## src/rtl/bseq_pkg.sv

```systemverilog
package bseq_pkg;
  localparam int CFG_W   = 9;
  localparam int LEN_LSB = 0;
  localparam int NW_BIT  = 3;
  localparam int LAT_LSB = 5;
  localparam logic [CFG_W-1:0] CFG_RST  = 9'h06F;
  localparam logic [CFG_W-1:0] CFG_RESV = 9'h110;

  typedef enum logic [1:0] {PH_IDLE, PH_LAT, PH_DATA, PH_WAIT} phase_t;

  typedef struct packed {
    logic       cont;
    logic [4:0] words;
    logic [3:0] mask;
  } len_t;

  function automatic len_t decode_len(input logic [2:0] code);
    len_t r;
    case (code)
      3'b001:  r = '{cont: 1'b0, words: 5'd4,  mask: 4'd3};
      3'b010:  r = '{cont: 1'b0, words: 5'd8,  mask: 4'd7};
      3'b011:  r = '{cont: 1'b0, words: 5'd16, mask: 4'd15};
      default: r = '{cont: 1'b1, words: 5'd0,  mask: 4'd15};
    endcase
    return r;
  endfunction
endpackage

```

## src/rtl/bseq_cfg.sv

```systemverilog
module bseq_cfg
  import bseq_pkg::*;
(
  input  logic             clk,
  input  logic             rst,
  input  logic             we,
  input  logic [CFG_W-1:0] wdata,
  output logic [CFG_W-1:0] rdata,
  output logic [2:0]       len_code,
  output logic             nowrap,
  output logic [2:0]       lat_eff
);
  logic [CFG_W-1:0] cfg_q;

  always_ff @(posedge clk) begin
    if (rst)     cfg_q <= CFG_RST;
    else if (we) cfg_q <= wdata & ~CFG_RESV;
  end

  logic [2:0] lat_raw;
  assign lat_raw  = cfg_q[LAT_LSB +: 3];
  assign rdata    = cfg_q;
  assign len_code = cfg_q[LEN_LSB +: 3];
  assign nowrap   = cfg_q[NW_BIT];
  assign lat_eff  = (lat_raw < 3'd2) ? 3'd2 : lat_raw;
endmodule

```

## src/rtl/bseq_next_addr.sv

```systemverilog
module bseq_next_addr #(
  parameter int AW = 8
) (
  input  logic [AW-1:0] cur,
  input  logic          wrap_en,
  input  logic [3:0]    mask,
  output logic [AW-1:0] nxt
);
  logic [AW-1:0] inc;
  assign inc = cur + 1'b1;

  for (genvar i = 0; i < AW; i++) begin : g_bit
    if (i < 4) begin : g_low
      assign nxt[i] = (wrap_en && !mask[i]) ? cur[i] : inc[i];
    end else begin : g_high
      assign nxt[i] = wrap_en ? cur[i] : inc[i];
    end
  end
endmodule

```

## src/rtl/bseq_word_ram.sv

```systemverilog
module bseq_word_ram #(
  parameter int AW = 8,
  parameter int DW = 16
) (
  input  logic          clk,
  input  logic          we,
  input  logic [AW-1:0] waddr,
  input  logic [DW-1:0] wdata,
  input  logic          re,
  input  logic [AW-1:0] raddr,
  output logic [DW-1:0] rdata
);
  localparam int DEPTH = 1 << AW;
  logic [DW-1:0] mem [DEPTH];

  always_ff @(posedge clk) begin
    if (we) mem[waddr] <= wdata;
    if (re) rdata <= mem[raddr];
  end
endmodule

```

## src/rtl/burst_rd_seq.sv

```systemverilog
module burst_rd_seq
  import bseq_pkg::*;
#(
  parameter int AW = 8,
  parameter int DW = 16
) (
  input  logic             clk,
  input  logic             rst,
  input  logic             ce,
  input  logic             adv,
  input  logic [AW-1:0]    addr_in,
  input  logic             cfg_we,
  input  logic [CFG_W-1:0] cfg_wdata,
  output logic [CFG_W-1:0] cfg_rdata,
  input  logic             mem_we,
  input  logic [AW-1:0]    mem_waddr,
  input  logic [DW-1:0]    mem_wdata,
  output logic [DW-1:0]    rd_data,
  output logic [AW-1:0]    rd_addr,
  output logic             rd_valid,
  output logic             rd_wait
);
  logic [2:0] len_code, lat_eff;
  logic       nowrap;

  bseq_cfg u_cfg (
    .clk(clk), .rst(rst), .we(cfg_we), .wdata(cfg_wdata),
    .rdata(cfg_rdata), .len_code(len_code), .nowrap(nowrap), .lat_eff(lat_eff)
  );

  phase_t     ph;
  logic [2:0] lat_cnt;
  logic [AW-1:0] ptr, ptr_nxt;
  logic [4:0] left;
  logic       cont, wrap_m, crossed;
  logic [3:0] mask;
  logic [1:0] off, wcnt;
  len_t       dec;

  assign dec = decode_len(len_code);

  bseq_next_addr #(.AW(AW)) u_nxt (
    .cur(ptr), .wrap_en(wrap_m), .mask(mask), .nxt(ptr_nxt)
  );

  logic latch, emit, enter_wait, need_wait;
  assign latch     = ce && adv;
  assign need_wait = !wrap_m && !crossed && (off != 2'd0) && (ptr[3:0] == 4'd0);

  always_comb begin
    emit       = 1'b0;
    enter_wait = 1'b0;
    if (ce && !adv) begin
      case (ph)
        PH_LAT:  emit = (lat_cnt == 3'd1);
        PH_DATA: if (cont || left != 5'd0) begin
                   if (need_wait) enter_wait = 1'b1;
                   else           emit       = 1'b1;
                 end
        PH_WAIT: emit = (wcnt == 2'd1);
        default: ;
      endcase
    end
  end

  bseq_word_ram #(.AW(AW), .DW(DW)) u_ram (
    .clk(clk), .we(mem_we), .waddr(mem_waddr), .wdata(mem_wdata),
    .re(emit), .raddr(ptr), .rdata(rd_data)
  );

  always_ff @(posedge clk) begin
    if (rst) begin
      ph <= PH_IDLE; lat_cnt <= '0; ptr <= '0; left <= '0;
      cont <= 1'b0; wrap_m <= 1'b0; crossed <= 1'b0; mask <= '0;
      off <= '0; wcnt <= '0;
      rd_valid <= 1'b0; rd_wait <= 1'b0; rd_addr <= '0;
    end else if (!ce) begin
      ph <= PH_IDLE; rd_valid <= 1'b0; rd_wait <= 1'b0;
    end else if (latch) begin
      ph       <= PH_LAT;
      lat_cnt  <= lat_eff;
      ptr      <= addr_in;
      off      <= addr_in[1:0];
      left     <= dec.words;
      cont     <= dec.cont;
      mask     <= dec.mask;
      wrap_m   <= !dec.cont && !nowrap;
      crossed  <= 1'b0;
      rd_valid <= 1'b0;
      rd_wait  <= 1'b0;
    end else begin
      if (ph == PH_LAT && !emit) lat_cnt <= lat_cnt - 3'd1;
      if (emit) begin
        ph       <= PH_DATA;
        rd_valid <= 1'b1;
        rd_wait  <= 1'b0;
        rd_addr  <= ptr;
        ptr      <= ptr_nxt;
        left     <= left - 5'd1;
      end else if (enter_wait) begin
        ph       <= PH_WAIT;
        rd_valid <= 1'b0;
        rd_wait  <= 1'b1;
        wcnt     <= off;
        crossed  <= 1'b1;
      end else if (ph == PH_WAIT) begin
        wcnt <= wcnt - 2'd1;
      end else if (ph == PH_DATA) begin
        ph       <= PH_IDLE;
        rd_valid <= 1'b0;
      end
    end
  end

  // a wait cycle never carries data
  p_wait_excl_r8: assert property (@(posedge clk) disable iff (rst)
    rd_wait |-> !rd_valid);

  // chip enable low silences the outputs at the next edge
  p_ce_off_r11: assert property (@(posedge clk) disable iff (rst)
    !ce |=> (!rd_valid && !rd_wait));

  // wrapping bursts never wait
  p_wrap_nowait_r10: assert property (@(posedge clk) disable iff (rst)
    rd_wait |-> !wrap_m);

  // back-to-back words of a linear burst step by one
  p_linear_step_r6: assert property (@(posedge clk) disable iff (rst)
    (rd_valid && $past(rd_valid) && !wrap_m) |-> (rd_addr == $past(rd_addr) + 1'b1));

  // back-to-back words of a wrapping burst stay in one 16-word row
  p_wrap_row_r5: assert property (@(posedge clk) disable iff (rst)
    (rd_valid && $past(rd_valid) && wrap_m) |-> (rd_addr[AW-1:4] == $past(rd_addr[AW-1:4])));
endmodule

```

## config.mk

```make
export PLATFORM = sky130hd
export DESIGN_NAME = burst_rd_seq
export DESIGN_NICKNAME = d
export VERILOG_FILES = /design/src/rtl/bseq_pkg.sv /design/src/rtl/bseq_cfg.sv /design/src/rtl/bseq_next_addr.sv /design/src/rtl/bseq_word_ram.sv /design/src/rtl/burst_rd_seq.sv
export SDC_FILE = /design/constraint.sdc
export NUM_CORES = 2
export LEC_CHECK = 0
export BUFFER_PORTS_ARGS = -buffer_cell sky130_fd_sc_hd__buf_4
export CORE_MARGIN = 2
export CORE_UTILIZATION = 40
export CTS_CLUSTER_SIZE = 10
export DETAILED_ROUTE_END_ITERATION = 12
export SLEW_MARGIN = 20
export SYNTH_ARGS = -nofsm -noshare
export SYNTH_HDL_FRONTEND = slang
export SYNTH_HIERARCHICAL = 1
export SYNTH_SLANG_ARGS = --single-unit
```

## constraint.sdc

```tcl
create_clock -name clk -period 3.38 [get_ports clk]
set_clock_uncertainty 0.1 [all_clocks]
set_input_delay 0.676 -clock clk [delete_from_list [all_inputs] [get_ports clk]]
set_output_delay 0.676 -clock clk [all_outputs]
set_load 0.1 [all_outputs]
```

**Word level (Yosys, flattened, before mapping)**

Memory sizes are Yosys's and may differ from the RTL's. A register that Yosys moved wholly into a read port is not among the register bits.
Index checks and enable logic that the tools add are counted.

- Flip-flop bits (word level): 46
- RAM bits: 4096
- Bits of input ports: 47
- Output and inout bits: 35
- Word-level logic and storage cells: 131
- Memories kept: 1

Memory list:

| memory | words | bits a word | rd ports | clocked after Yosys merged registers in | wr ports | RTL line | source |
|---|---|---|---|---|---|---|---|
| u_ram.mem | 256 | 16 | 1 | 1 | 1 | bseq_word_ram.sv:14 | `logic [DW-1:0] mem [DEPTH];` |

- $add $sub $neg: 4
- Magnitude comparators: 1
- Eq/ne operators: 16
- Multiplexer cells: 40
- Bitwise gates (word level): 3
- Reductions and logical operators: 47

Operators by type and width:

| operator | number |
|---|---|
| $pmux W10 S3 | 1 |
| $mux W1 | 25 |
| $reduce_and A3 Y1 | 7 |
| $mux W8 | 2 |
| $mux W2 | 6 |
| $logic_and A1 B1 Y1 | 11 |
| $logic_not A1 Y1 | 10 |
| $mux W5 | 2 |
| $ne A2 B2 Y1 const B | 5 |
| $reduce_and A2 Y1 | 5 |
| $reduce_bool A2 Y1 | 5 |
| $mux W3 | 3 |
| $add A8 B1 Y8 const B | 1 |
| $eq A3 B1 Y1 const B | 2 |
| $eq A3 B2 Y1 const B | 2 |
| $reduce_bool A5 Y1 | 1 |
| $sub A5 B1 Y5 const B | 1 |
| $eq A2 B1 Y1 const B | 2 |
| $eq A2 B2 Y1 const B | 2 |
| $logic_not A4 Y1 | 1 |
| $ne A4 B4 Y1 const B | 1 |
| $reduce_and A4 Y1 | 1 |
| $reduce_bool A4 Y1 | 1 |
| $reduce_or A4 Y1 | 1 |
| 11 further kinds | 13 |

**Depth between registers and ports, before layout**

- Depth in word-level cells: 12
- Gate-level depth with buffers: 12

**Cells and area by module**

Netlist, hierarchy kept.

By module, submodules not included:

| module | times used | cells an instance | area an instance (um^2) |
|---|---|---|---|
| bseq_word_ram | 1 | 7360 | 158874.9 |
| burst_rd_seq | 1 | 237 | 1825.5 |
| bseq_cfg | 1 | 32 | 332.8 |
| bseq_next_addr | 1 | 24 | 168.9 |

**Worst setup path before layout**

OpenSTA, ideal clock, no wires.

- Kind: input -> register
- Start point: input mem_waddr[3]
- End point: memory u_ram.mem[235][0] (enable)
- Library setup time: 0.388 ns
- Arrival: 2.453 ns
- Required time: 2.892 ns
- Path slack: 0.439 ns
- Stages on the path: 6
- Buffers on the path: 3
- Path through: clkbuf_1 nor2b_1 clkbuf_1 nand4_1 clkbuf_1 nor2_1

RTL lines:

| item | RTL line | source |
|---|---|---|
| start, declared | burst_rd_seq.sv:16 | `input logic [AW-1:0] mem_waddr,` |
| end, declared | bseq_word_ram.sv:14 |  |

No word-level cell before the write port.

**Worst setup path in the final report**

- Start point: register ptr[0]
- End point: register u_ram.rdata[15], read port of u_ram.mem (data pin)

- Word-level cells in the longest chain between the ends: 6

Ends and longest elaborated chain:

| item | RTL line | source |
|---|---|---|
| start, declared | burst_rd_seq.sv:33 | `logic [AW-1:0] ptr, ptr_nxt;` |
| start signal, assigned | burst_rd_seq.sv:82 | `ptr <= addr_in;` |
| start signal, assigned | burst_rd_seq.sv:98 | `ptr <= ptr_nxt;` |
| $logic_not A4 Y1 | burst_rd_seq.sv:48 | `assign need_wait = !wrap_m && !crossed && (off != 2'd0) && (ptr[3:0] == 4'd0);` |
| $logic_and A1 B1 Y1 | burst_rd_seq.sv:48 |  |
| $mux W1 | burst_rd_seq.sv:57 | `if (need_wait) enter_wait = 1'b1;` |
| $mux W1 | burst_rd_seq.sv:56 | `PH_DATA: if (cont \|\| left != 5'd0) begin` |
| $pmux W1 S3 | burst_rd_seq.sv:54 | `case (ph)` |
| $mux W1 | burst_rd_seq.sv:53 | `if (ce && !adv) begin` |
| end, declared | bseq_word_ram.sv:11 | `output logic [DW-1:0] rdata` |

Several ways; a longest one is shown, not always the timed one.
A chain may end at the register's enable or synchronous reset.

==> impl_metrics.py <==
metrics = {
    "synth": {
        "syn_avg_cell_area_um2": 21.1,
        "netlist_area_mm2": 0.161,
        "ys.flop_type": "edfxtp_1",
        "synth-seq-cells": 4157,
        "ys_async_sr_fraction": 0,
        "yosysUniqueCellTypes": 73,
        "yosys_warnings": 6,
        "seq_area_frac_synth": 0.772,
        "syn_inst": 7653,
        "synth-edff-count": 4112,
    },
    "sta": {
        "min_period_ns": 3.36,
        "fmax_mhz": 298,
        "hold_slack_ns": 0.0337,
        "fin_ws_ns": 0.0196,
        "rsz0062_at_grt": "yes",
        "slew_violations": 0,
        "min_period_over_period": 0.994,
        "maxSlewHeadroom": 0.291,
        "max_slew.worst_pin.slew_ns": 1.06,
        "hold_viol": 0,
        "setup_viol": 0,
    },
    "power_and_ir_drop": {
        "powerDensity_mw_per_mm2": 576,
        "power.leakage_nw": 57.4,
        "ir_drop_mv": 0.444,
    },
    "floorplan": {
        "die_height_um": 639,
        "row_count": 233,
        "io_pins": 82,
        "coreArea_mm2": 0.402,
        "start_util": 0.401,
        "fp.dieW_um": 639,
        "dieArea_mm2": 0.408,
    },
    "worst_setup_path": {
        "crit_end": "u_ram/rdata[15]",
        "reg2reg_depth": 9,
        "r2r_slack_ns": 0.02,
        "cp_max_fo": 14,
        "r2r-end": "u_ram/rdata[15]",
        "critPathArrivalTime_ns": 3.97,
        "start_kind": "flop",
        "r2r_start": "ptr[0]",
        "critPathCaptureType": "flop",
        "startpoint": "ptr[0]",
        "criticalPathCategory": "reg -> reg",
        "crit_required_ns": 3.99,
    },
    "placement": {
        "pre_cts_ws_ns": -0.312,
        "dpl_cell_area_mm2": 0.173,
        "io_buffers": 77,
        "routabilityCongestion": 0.902,
        "place_hpwl_mm": 262,
    },
    "outcome": {
        "status": "complete, no violations",
    },
    "final_layout": {
        "mostFrequentLayoutCell": "edfxtp_1",
        "final_nets": 8589,
        "drive_gt1_frac": 0.274,
        "layout_common_cells": "edfxtp_1 (4112), mux4_2 (797), buf_4 (696)",
        "post-route-util": 0.465,
        "final_area_mm2": 0.187,
        "area_growth_pct": 15.9,
        "n_fill_cell": 32800,
    },
    "clock_network": {
        "cts_root_buf": "clkbuf_16",
        "h-tree-depth": 5,
        "clkTransAtPathRegs_ns": 0.06,
        "clock_path_buffers": 4,
        "cts_tree": "built",
        "clock-sinks": 4157,
        "cts_buffers": 462,
        "clock_latency_ns": 1.02,
    },
    "grt": {
        "grtUsageTotal": 0.205,
        "overflow": 0,
        "grt_pass1_wl_mm": 605,
        "grt_pass1_vias": 81800,
        "grt_max_degree": 120,
        "antenna_found_initial": 20,
    },
    "run": {
        "maxCapViolations": 0,
    },
    "worst_hold_path": {
        "hold_class": "in -> reg",
        "min_path_cells": 1,
    },
    "routing": {
        "firstDrtPassIters": 6,
        "avgViaCountPerCell": 5.89,
        "vias": 82100,
        "routedWlPerCell_um": 30.8,
        "drtIter0Drc": 9932,
        "finalWirelength_mm": 429,
        "postRouteAntennaNets": 0,
        "drc": 0,
    },
}
## critical path: stages (launching register included)
cell and delay [ns]:
dfxtp_4 0.39, buf_16 0.27, buf_4 0.29, mux4_2 0.51
mux2_2 0.32, a221oi_2 0.44, o31ai_1 0.25, o32ai_1 0.18
buf_4 0.24, nor4_1 0.07
## final cells by class
class | count | area, um^2 | share of cell area
multi-input cells | 3005 | 34400 | 0.184
diodes | 9 | 22.5 | 0.000121
clock inverters | 38 | 532 | 0.00285
repair buffers | 894 | 8870 | 0.0475
flip-flops and latches | 4157 | 124000 | 0.666
inverters | 16 | 72.6 | 0.000388
well taps | 5287 | 6620 | 0.0354
clock buffers | 533 | 12000 | 0.0641
## sequential cells by signal (all words and copies together) (netlist names)
name and cells:
cont 1, crossed 1, lat_cnt 3, left 5
mask 3, off 2, ph 2, ptr 8
rd_addr 8, rd_valid 1, rd_wait 1, u_cfg/rdata 7
u_ram/mem 4096, u_ram/rdata 16, wcnt 2, wrap_m 1
## cell usage after synthesis, drive strengths merged (6+ instances only)
cell type	instances	area, um^2
mux2	89	1000
inv	16	60.1
buf	236	1910
o21ai	57	285
a221oi	28	245
a31oi	10	68.8
o22ai	149	932
nand4	26	163
ha	6	75.1
a22o	32	280
and3	13	81.3
o31ai	16	120
a211oi	19	148
o221ai	253	2220
a22oi	44	330
nor2b	18	120
a211o	6	56.3
a2111oi	7	67.6
dfxtp	45	901
nor4	19	125
o32ai	22	200
clkbuf	240	901
nor3	97	485
edfxtp	4112	123000
nand3	42	215
nand2b	7	43.8
nand2	83	312
mux4	797	17900
a21oi	218	1090
or3	6	37.5
mux2i	567	5680
nor2	325	1220
or2	6	37.5
## report_power, final
part	switching, mW	internal [mW]
Sequential	0.0665	56.8
Clock	18.8	24.7
Combinational	4.34	2.77
Total	23.2	84.3
## timing repair
item                                    in CTS  in global routing
hold buffers                                33                  0
resized for setup                           22                 53
hold endpoints to repair                   114                  0
gates cloned                                 1                  9
buffers inserted                             0                  1
endpoints found under the setup margin      10                 16
## routing by layer
metal | GRT usage | vias to the layer above | wire, um
met5 | 0 | - | 57
met4 | 0.0616 | 8 | 13800
met2 | 0.330 | 3614 | 205000
li1 | - | 33900 | -
met1 | 0.288 | 44000 | 175000
met3 | 0.0354 | 606 | 35500
## logic make-up (layout without fill, tap and decap cells)
| family | after synthesis | count (layout) | share of synthesized area |
|---|---|---|---|
| flip-flops | 4157 | 4157 | 0.772 |
| multiplexers | 1453 | 1453 | 0.153 |
| AO/OA/AOI/OAI | 871 | 871 | 0.0381 |
| AND/OR/NAND/NOR | 666 | 666 | 0.0189 |
| buffers and inverters | 492 | 1481 | 0.0178 |
| XOR/XNOR | 7 | 7 | 0.000380 |
| adder cells (fa/ha/maj) | 6 | 6 | 0.000466 |
| other | 1 | 11 | 0.0000233 |
## how the worst min path moves through the flow
stage | startpoint | end | slack, ns
after CTS | mem_wdata[9] | u_ram/mem[125][9] | 0.009
after detailed placement | rd_addr[2] | rd_addr[2] | 0.36
after floorplan | mask[2] | mask[2] | 0.35
after global placement | rd_addr[2] | rd_addr[2] | 0.35
after global routing | mem_wdata[9] | u_ram/mem[125][9] | 0.03
final | mem_wdata[9] | u_ram/mem[124][9] | 0.03
## metrics by stage
step,cells,power [mW],TNS (ns)
3_5_place_dp,13300,64.9,-1.10
6_report,13900,108,0
4_1_cts,13900,108,-0.0155
5_1_grt,13900,111,-0.0917
3_3_place_gp,13300,64.7,-0.912
2_1_floorplan,7654,61.6,0
No activity file was read; power rests on OpenSTA's default activity.
